File: src/rtl/gpio_bank_pkg.sv
package gpio_bank_pkg;

  localparam int REGS_PER_BANK = 4;
  localparam int BANK_WIDTH    = 8;
  localparam int MAIN_STRIDE   = 16;
  localparam logic [7:0] FIRST_BASE = 8'hF0;

  typedef enum logic [1:0] {
    REG_DIR  = 2'd0,
    REG_OUT  = 2'd1,
    REG_STS  = 2'd2,
    REG_MODE = 2'd3
  } bank_reg_e;

  // Base index of bank idx: main banks step down from FIRST_BASE, the extra bank sits at extra_base.
  function automatic logic [7:0] bank_base(input int idx, input int n_main,
                                           input logic [7:0] extra_base);
    if (idx < n_main) return FIRST_BASE - 8'(idx * MAIN_STRIDE);
    return extra_base;
  endfunction

  function automatic logic [7:0] pin_mask(input int pins);
    logic [7:0] m;
    m = '0;
    for (int i = 0; i < BANK_WIDTH; i++) if (i < pins) m[i] = 1'b1;
    return m;
  endfunction

endpackage

File: src/rtl/gpio_pin_sync.sv
module gpio_pin_sync #(
  parameter int WIDTH  = 8,
  parameter int STAGES = 2
) (
  input  logic             clk,
  input  logic             rst_n,
  input  logic [WIDTH-1:0] d,
  output logic [WIDTH-1:0] q
);

  logic [WIDTH-1:0] stage_q [STAGES];

  always_ff @(posedge clk or negedge rst_n) begin
    if (!rst_n) begin
      for (int s = 0; s < STAGES; s++) stage_q[s] <= '0;
    end else begin
      stage_q[0] <= d;
      for (int s = 1; s < STAGES; s++) stage_q[s] <= stage_q[s-1];
    end
  end

  assign q = stage_q[STAGES-1];

endmodule

File: src/rtl/gpio_pad_ctrl.sv
module gpio_pad_ctrl #(
  parameter int WIDTH = 8
) (
  input  logic [WIDTH-1:0] dir,
  input  logic [WIDTH-1:0] dat,
  input  logic [WIDTH-1:0] mode,
  input  logic [WIDTH-1:0] mask,
  output logic [WIDTH-1:0] oe,
  output logic [WIDTH-1:0] out
);

  for (genvar i = 0; i < WIDTH; i++) begin : g_pin
    logic drive_active;
    // push-pull drives both levels; open-drain only pulls low
    assign drive_active = mode[i] | ~dat[i];
    assign oe[i]  = mask[i] & dir[i] & drive_active;
    assign out[i] = mask[i] & dat[i];
  end

endmodule

File: src/rtl/gpio_bank.sv
module gpio_bank
  import gpio_bank_pkg::*;
#(
  parameter int         PINS = 8,
  parameter logic [7:0] BASE = 8'hF0
) (
  input  logic       clk,
  input  logic       rst_n,
  input  logic [7:0] idx,
  input  logic       wr_en,
  input  logic [7:0] wdata,
  input  logic [7:0] sts_in,
  output logic [7:0] rdata,
  output logic [7:0] pad_oe,
  output logic [7:0] pad_out
);

  localparam logic [7:0] MASK = pin_mask(PINS);

  logic       hit;
  bank_reg_e  sel;
  logic       reg_en;
  logic [7:0] dir_q, dir_d;
  logic [7:0] dat_q, dat_d;
  logic [7:0] mode_q, mode_d;

  assign hit    = (idx[7:2] == BASE[7:2]);
  assign sel    = bank_reg_e'(idx[1:0]);
  assign reg_en = wr_en & hit;

  always_comb begin
    dir_d  = dir_q;
    dat_d  = dat_q;
    mode_d = mode_q;
    if (reg_en) begin
      unique case (sel)
        REG_DIR:  dir_d  = wdata & MASK;
        REG_OUT:  dat_d  = wdata & MASK;
        REG_STS:  ;
        REG_MODE: mode_d = wdata & MASK;
      endcase
    end
  end

  always_ff @(posedge clk or negedge rst_n) begin
    if (!rst_n) begin
      dir_q  <= '0;
      dat_q  <= '0;
      mode_q <= '0;
    end else if (reg_en) begin
      dir_q  <= dir_d;
      dat_q  <= dat_d;
      mode_q <= mode_d;
    end
  end

  always_comb begin
    rdata = '0;
    if (hit) begin
      unique case (sel)
        REG_DIR:  rdata = dir_q;
        REG_OUT:  rdata = dat_q;
        REG_STS:  rdata = sts_in & MASK;
        REG_MODE: rdata = mode_q;
      endcase
    end
  end

  gpio_pad_ctrl #(.WIDTH(8)) u_pad (
    .dir  (dir_q),
    .dat  (dat_q),
    .mode (mode_q),
    .mask (MASK),
    .oe   (pad_oe),
    .out  (pad_out)
  );

endmodule

File: src/rtl/gpio_bank_regs.sv
module gpio_bank_regs
  import gpio_bank_pkg::*;
#(
  parameter int          NUM_MAIN_BANKS = 8,
  parameter bit          HAS_EXTRA_BANK = 1'b1,
  parameter logic [7:0]  EXTRA_BASE     = 8'h88,
  parameter logic [63:0] BANK_PINS      = 64'h0000_0004_7858_8886,
  parameter int          SYNC_STAGES    = 2,
  localparam int         NUM_BANKS      = NUM_MAIN_BANKS + int'(HAS_EXTRA_BANK),
  localparam int         NUM_PINS       = NUM_BANKS * BANK_WIDTH
) (
  input  logic                clk,
  input  logic                rst_n,
  input  logic                idx_we,
  input  logic [7:0]          idx_wdata,
  input  logic                dat_we,
  input  logic [7:0]          dat_wdata,
  output logic [7:0]          dat_rdata,
  input  logic [NUM_PINS-1:0] pad_in,
  output logic [NUM_PINS-1:0] pad_oe,
  output logic [NUM_PINS-1:0] pad_out
);

  logic [7:0]          idx_q, idx_d;
  logic [NUM_PINS-1:0] pad_sync;
  logic [7:0]          bank_rdata [NUM_BANKS];

  always_comb begin
    idx_d = idx_q;
    if (idx_we) idx_d = idx_wdata;
  end

  always_ff @(posedge clk or negedge rst_n) begin
    if (!rst_n) idx_q <= '0;
    else        idx_q <= idx_d;
  end

  gpio_pin_sync #(.WIDTH(NUM_PINS), .STAGES(SYNC_STAGES)) u_sync (
    .clk   (clk),
    .rst_n (rst_n),
    .d     (pad_in),
    .q     (pad_sync)
  );

  for (genvar b = 0; b < NUM_BANKS; b++) begin : g_bank
    localparam int         PINS_B = int'(BANK_PINS[4*b +: 4]);
    localparam logic [7:0] BASE_B = bank_base(b, NUM_MAIN_BANKS, EXTRA_BASE);

    gpio_bank #(.PINS(PINS_B), .BASE(BASE_B)) u_bank (
      .clk     (clk),
      .rst_n   (rst_n),
      .idx     (idx_q),
      .wr_en   (dat_we),
      .wdata   (dat_wdata),
      .sts_in  (pad_sync[b*BANK_WIDTH +: BANK_WIDTH]),
      .rdata   (bank_rdata[b]),
      .pad_oe  (pad_oe[b*BANK_WIDTH +: BANK_WIDTH]),
      .pad_out (pad_out[b*BANK_WIDTH +: BANK_WIDTH])
    );
  end

  // Only one bank decodes a given index, so OR-combining the bank read values is safe.
  always_comb begin
    dat_rdata = '0;
    for (int b = 0; b < NUM_BANKS; b++) dat_rdata = dat_rdata | bank_rdata[b];
  end

endmodule

File: config.mk
export PLATFORM = sky130hd
export DESIGN_NAME = gpio_bank_regs
export DESIGN_NICKNAME = d
export VERILOG_FILES = /design/src/rtl/gpio_bank_pkg.sv /design/src/rtl/gpio_pin_sync.sv /design/src/rtl/gpio_pad_ctrl.sv /design/src/rtl/gpio_bank.sv /design/src/rtl/gpio_bank_regs.sv
export SDC_FILE = /design/constraint.sdc
export NUM_CORES = 1
export LEC_CHECK = 0
export ABC_AREA = 1
export CORE_UTILIZATION = 63
export CTS_CLUSTER_DIAMETER = 100
export DETAILED_ROUTE_END_ITERATION = 8
export DONT_BUFFER_PORTS = 1
export GPL_ROUTABILITY_DRIVEN = 1
export GPL_TIMING_DRIVEN = 0
export HOLD_SLACK_MARGIN = 0.05
export PLACE_DENSITY_LB_ADDON = 0.1
export SKIP_CTS_REPAIR_TIMING = 1
export SLEW_MARGIN = 20
export SYNTH_ARGS = -nofsm -noshare
export SYNTH_HDL_FRONTEND = slang
export SYNTH_SLANG_ARGS = --single-unit
File: constraint.sdc
create_clock -name clk -period 2.1 [get_ports clk]
set_clock_uncertainty 0.15 [all_clocks]
set_input_delay 0.315 -clock clk [delete_from_list [all_inputs] [get_ports clk]]
set_output_delay 0.315 -clock clk [all_outputs]
set_load 0.02 [all_outputs]
# ---- Word level (Yosys, flattened, before mapping)
# Index checks and enable logic that the tools add are counted.
dict set report classes {
  reduce_logical 28
  n_eq_ne 12
  n_mux 18
  n_bitwise 203
}
# cell n
set ops {}
lappend ops {{case mux 8 bit (4 select lines)} 9}
lappend ops {{two-way mux 8 bit} 9}
lappend ops {{AND 1 bit} 71}
lappend ops {{OR 8 bit} 8}
lappend ops {{NOT 1 bit} 62}
lappend ops {{OR 1 bit} 62}
lappend ops {{== test 6 bit, second input constant} 9}
lappend ops {{AND reduction 2 bit} 27}
lappend ops {{== test 2 bit, second input constant} 2}
lappend ops {{== test 2 x 1 -> 1 bit, second input constant} 1}
lappend ops {{zero test 2 bit} 1}
dict set report totals {
  output_inout_bits 152
  input_bits 92
  word_cells 291
  register_bits 330
}

# ---- Logic depth before layout (Yosys ltp)
dict set report logic_depth {
  depth_word 11
  ltp_mapped 11
  ltp_nobuf 8
}

# ---- Modules after synthesis
# Synthesis repeated with hierarchy kept, for this count alone.
dict set report hier_totals {
  cells_unflattened 2052
  hier_area_um2 16968.8
}
# module instances cells_each seq_area_each_um2 area_each_um2
set modules_own_cells {}
lappend modules_own_cells {gpio_pin_sync 1 216 3603.5 4144.0}
lappend modules_own_cells {{gpio_bank (g_bank[1].u_bank ...)} 2 176 600.6 1351.3}
lappend modules_own_cells {gpio_pad_ctrl 9 40 0.0 190.2}
lappend modules_own_cells {{gpio_bank (g_bank[4].u_bank)} 1 174 600.6 1348.8}
lappend modules_own_cells {{gpio_bank (g_bank[6].u_bank)} 1 174 600.6 1330.0}
lappend modules_own_cells {{gpio_bank (g_bank[3].u_bank)} 1 175 600.6 1310.0}
lappend modules_own_cells {{gpio_bank (g_bank[7].u_bank)} 1 155 525.5 1143.6}
lappend modules_own_cells {{gpio_bank (g_bank[0].u_bank)} 1 135 450.4 1063.5}
lappend modules_own_cells {{gpio_bank (g_bank[5].u_bank)} 1 120 375.4 895.9}
lappend modules_own_cells {{gpio_bank (g_bank[8].u_bank)} 1 102 300.3 767.0}
lappend modules_own_cells {gpio_bank_regs 1 89 200.2 551.8}

# ---- Worst setup path before layout
# No wires, ideal clock.
dict set report synth_timing {
  path_kind {reg-to-output}
  start {reg idx_q[1]}
  end {out dat_rdata[7]}
  n_path_buf 3
  required_time_ns 1.635
  setup_slack_ns 0.100
  arrival_ns 1.535
  stages_incl_launch_ff 12
  path_cell_list {dfrtp_1 > inv_2 > buf_2 > nor2_2 > buf_2 > buf_2 > nand2_1 > o211ai_1 > nand2_1 > nand2_1 > nor2_1 > nand2_1}
}
dict set report synth_via {
  elab_chain_len 11
  word_cells_on_any_way 22
  cone_classes {eq/ne: 3; mux: 10; bitwise: 8; reduce/logical: 1}
}
# item line_no
set synth_lines {}
lappend synth_lines {{start, declared} gpio_bank_regs.sv:24} ;# logic [7:0] idx_q, idx_d;
lappend synth_lines {{start signal, assigned} gpio_bank_regs.sv:35} ;# else idx_q <= idx_d;
lappend synth_lines {{== test 2 bit, or another cell as far along} gpio_bank.sv:60} ;# unique case (sel)
lappend synth_lines {{case mux 8 bit (4 select lines)} gpio_bank.sv:60}
lappend synth_lines {{two-way mux 8 bit} gpio_bank.sv:59} ;# if (hit) begin
lappend synth_lines {{OR 8 bit (5 in series)} gpio_bank_regs.sv:65} ;# for (int b = 0; b < NUM_BANKS; b++) dat_rdata = dat_rdata | bank_rdata[b];
lappend synth_lines {{OR 8 bit (*) (3 in series)} gpio_bank_regs.sv:65}
lappend synth_lines {{end, declared} gpio_bank_regs.sv:18} ;# output logic [7:0] dat_rdata,
# Mark *: on every way between the ends. The rest lies on a longest branch, timed or not.

# ---- Final worst setup path
dict set report layout_timing {
  start {reg idx_q[1]}
  end {out dat_rdata[4]}
}
dict set report layout_via {
  elab_chain_len 11
  word_cells_on_any_way 28
  cone_classes {eq/ne: 3; mux: 16; bitwise: 8; reduce/logical: 1}
}
# item line_no
set layout_lines {}
lappend layout_lines {{== test 2 bit, or another cell as far along} gpio_bank.sv:60}
lappend layout_lines {{case mux 8 bit (4 select lines)} gpio_bank.sv:60}
lappend layout_lines {{two-way mux 8 bit} gpio_bank.sv:59}
lappend layout_lines {{OR 8 bit (6 in series)} gpio_bank_regs.sv:65}
lappend layout_lines {{OR 8 bit (*) (2 in series)} gpio_bank_regs.sv:65}
# Mark *: on every way between the ends. The rest lies on a longest branch, timed or not. The select of a mux whose other input is x is not followed.

==> flow_summary_export.csv <==
group,metric,value,unit
synth,ys_types,23,
setup_path,worstPathMaxFanout,6,
global_route,antenna_found_initial,3,
place,io_buffers,0,
cts,path_clk_slew,70,ps
detailed_routing,dr.first_iter.drc_count,1666,
min_path,min_path_type,"input pin to async pin",
run_status,run_status,"complete, but fails checks",
detailed_routing,routed_wl,48250,um
global_route,grt_pass1_wl,62490,um
power,worst_ir_drop_vdd,866.5,uV
setup_path,cp_data_arrival_time,2580,ps
detailed_routing,drc,0,
floorplan,row_count,52,
synth,synth_seq_cells,318,
floorplan,die_w,146.5,um
global_route,grt_util_met2,59.81,%
floorplan,start_util,64.60,%
timing,setup_ws,-945.2,ps
finish,fin_cells,1972,
run_status,violations,"negative hold slack, negative setup slack",
cts,cts_htree_levels,2,
setup_path,cp.required,1630,ps
synth,synth-xor-area-share,0,%
flow_run,maxCapViolCount,0,
global_route,grt-ovfl-total,0,
floorplan,floorplan.core_area,20360,um2
global_route,grt_pass1_vias,10630,
floorplan,die_y,146.5,um
synth,synth_top_area_share,60.49,%
synth,syn_area,13160,um2
detailed_routing,wire_per_inst,24.47,um
synth,seq_area_frac_synth,60.49,%
global_route,grt_max_degree,319,
synth,synth-adder-area-share,0,%
setup_path,timing.critical_path.to_type,"output pin",
detailed_routing,drtAntennaViolNets,0,
cts,cts_buffers,34,
timing,fin_crit,3045,ps
synth,synth_cells,1488,
synth,synth_compound_area_share,14.04,%
cts,clockBufferDepth,3,
detailed_routing,vias,12350,
place,place.gp.congestion,1.016,
timing,setup_viol,72,
finish,fillers,1199,
cts,cts_tree,"yes",
detailed_routing,viasPerCell,6.265,
finish,area_delta_synth_final,28.79,%
synth,synth.area.top_cells,"dfrtp_1 (60%), nand2_1 (12%), o21ai_0 (9.7%)",
synth,synth_top_family_by_area,"simple AND/OR/NAND/NOR gates",
finish,drive_gt1_share,19.17,%
setup_path,start_kind,"flop",
timing,worst_slew_pin_slew,1141,ps
synth,synthMuxAreaShare,0.1712,%
finish,design_area,16940,um2
global_route,top_usage_layer,"met2",
place,place_area,13570,um2
synth,syn_area_per_cell,8.842,um2
timing,hold_violations,318,
timing,report.final.slew_viol_count,0,
timing,rsz0062_at_grt,"true",
timing,holdWs,-649.8,ps
global_route,met1_usage,51.60,%
power,p_leak,7.773,nW
timing,setup-tns-final,-13880,ps
global_route,use_met3,14.09,%
power,p_per_area,898.9,nW/um2
cts,clk_latency,530,ps
cts,root_buffer,"clkbuf_16",
setup_path,path_class,"flop to output pin",
floorplan,io_pins,244,
place,hpwl,29540,um
detailed_routing,first_pass_iters,6,
cts,cts.sinks,318,
synth,synth_area_leader_cell,"dfrtp_1",
timing,finalCritPeriodShare,145.0,%
timing,max_slew_margin,23.90,%
timing,max_freq,0.3284,GHz
finish,nets,1769,
floorplan,dieArea,21470,um2
synth,synth-simple-area-share,18.74,%
synth,yosysWarnings,0,
global_route,grt_usage,40.19,%
place,dp_cells,1777,
==> final timing paths <==
check	startpoint	endpoint	slack (ps)	depth (start not counted)
worst max-delay path	idx_q[1]	dat_rdata[4]	-950	12
worst min-delay path	rst_n	g_bank[8].u_bank.dat_q[3]	-650	0
worst max register to register	idx_q[3]	g_bank[6].u_bank.dir_q[1]	-320	14
worst min register to register	u_sync.stage_q[90]	u_sync.q[18]	200	0
max in group asynchronous	rst_n	idx_q[1]	2070	0
min in group clk	dat_wdata[1]	g_bank[7].u_bank.dir_q[1]	50	2
==> through the flow <==
stage          util, %  hold slack (ps)  total power [W]  setup WS [ps]
6_report         83.20           -649.8          0.01523         -945.2
3_3_place_gp     66.61           -122.9         0.008454         -855.6
5_1_grt          83.19           -657.6          0.01557         -934.2
3_5_place_dp     66.61           -123.8         0.008502         -834.6
2_1_floorplan        -           -130.6         0.007976          99.58
4_1_cts          72.27           -658.4          0.01459          -1404
==> layout by cell type, fill, tap and decap left out, types with 36 or more instances in the layout <==
master / Yosys / routed
inv_1: 109 / 104
a21oi_1: 40 / 36
o21ai_0: 254 / 210
buf_4: 23 / 52
nand2_2: 0 / 43
nand3_1: 75 / 53
clkbuf_16: 0 / 38
dlygate4sd3_1: 0 / 78
o21ai_1: 3 / 36
nor2_1: 110 / 79
nand2_1: 422 / 373
dfrtp_1: 318 / 315
buf_6: 0 / 39
==> critical path: stages, from the launching register on <==
cell and delay (ps):
dfrtp_2 470, inv_4 90, buf_12 120, nor2_4 40, buf_12 140, buf_12 150, buf_8 130, nand2_2 70
o211ai_1 140, nand2_1 230, nand2_1 110, nor2_1 170, nand2_2 190
==> kinds of logic (layout without fill, tap and decap cells) <==
family                 count (synthesis)  count (layout)
DFF                                  318             318
buffers and inverters                204             398
other                                  1              21
and+or+nand+nor                      618             618
muxes                                  2               2
AOI/OAI and AO/OA                    345             345
==> cells in the mapped netlist <==
master	count
o21ai_0	254
o21bai_1	1
and3_1	2
inv_2	4
nor2_2	3
buf_2	6
dfrtp_1	318
a21oi_1	40
nand3_2	4
nor2_4	2
clkbuf_1	57
buf_4	23
o21a_1	2
conb_1	1
nand2_1	422
o21ai_1	3
o211ai_1	10
a21boi_0	35
buf_1	5
nor2_1	110
nand3_1	75
mux2_2	2
inv_1	109
==> cell type report <==
cell class                 instances  area (um2)  area share [%]
sequential                       318        7961           46.99
inverter                         113       439.2           2.592
tap                              270       337.8           1.994
multi-input combinational        985        4994           29.47
clock inverter                    14       195.2           1.152
buffer                            91       684.4           4.039
antenna                            1       2.502         0.01477
clock buffer                      46       955.9           5.642
timing repair buffer             134        1374           8.108
==> layer usage <==
| metal | vias up | wire, um |
|---|---|---|
| li1 | 5134 | - |
| met1 | 5889 | 16630 |
| met2 | 1037 | 20880 |
| met3 | 290 | 7021 |
| met4 | 4 | 3691 |
| met5 | - | 25 |
==> where the power goes <==
group,total (W),switching (W),internal [W],leakage [nW]
Combinational,0.00200,0.00132,0.000676,3.10
Clock,0.00622,0.00251,0.00371,0.566
Sequential,0.00702,0.000478,0.00654,4.10
Total,0.0152,0.00430,0.0109,7.77
==> sequential cells by signal, summed over array words and instances (netlist names) <==
register,cells
u_sync.stage_q,62
u_sync.q,62
g_bank.u_bank.dat_q,62
idx_q,8
g_bank.u_bank.dir_q,62
g_bank.u_bank.mode_q,62
Power figures use the tool's default switching activity.
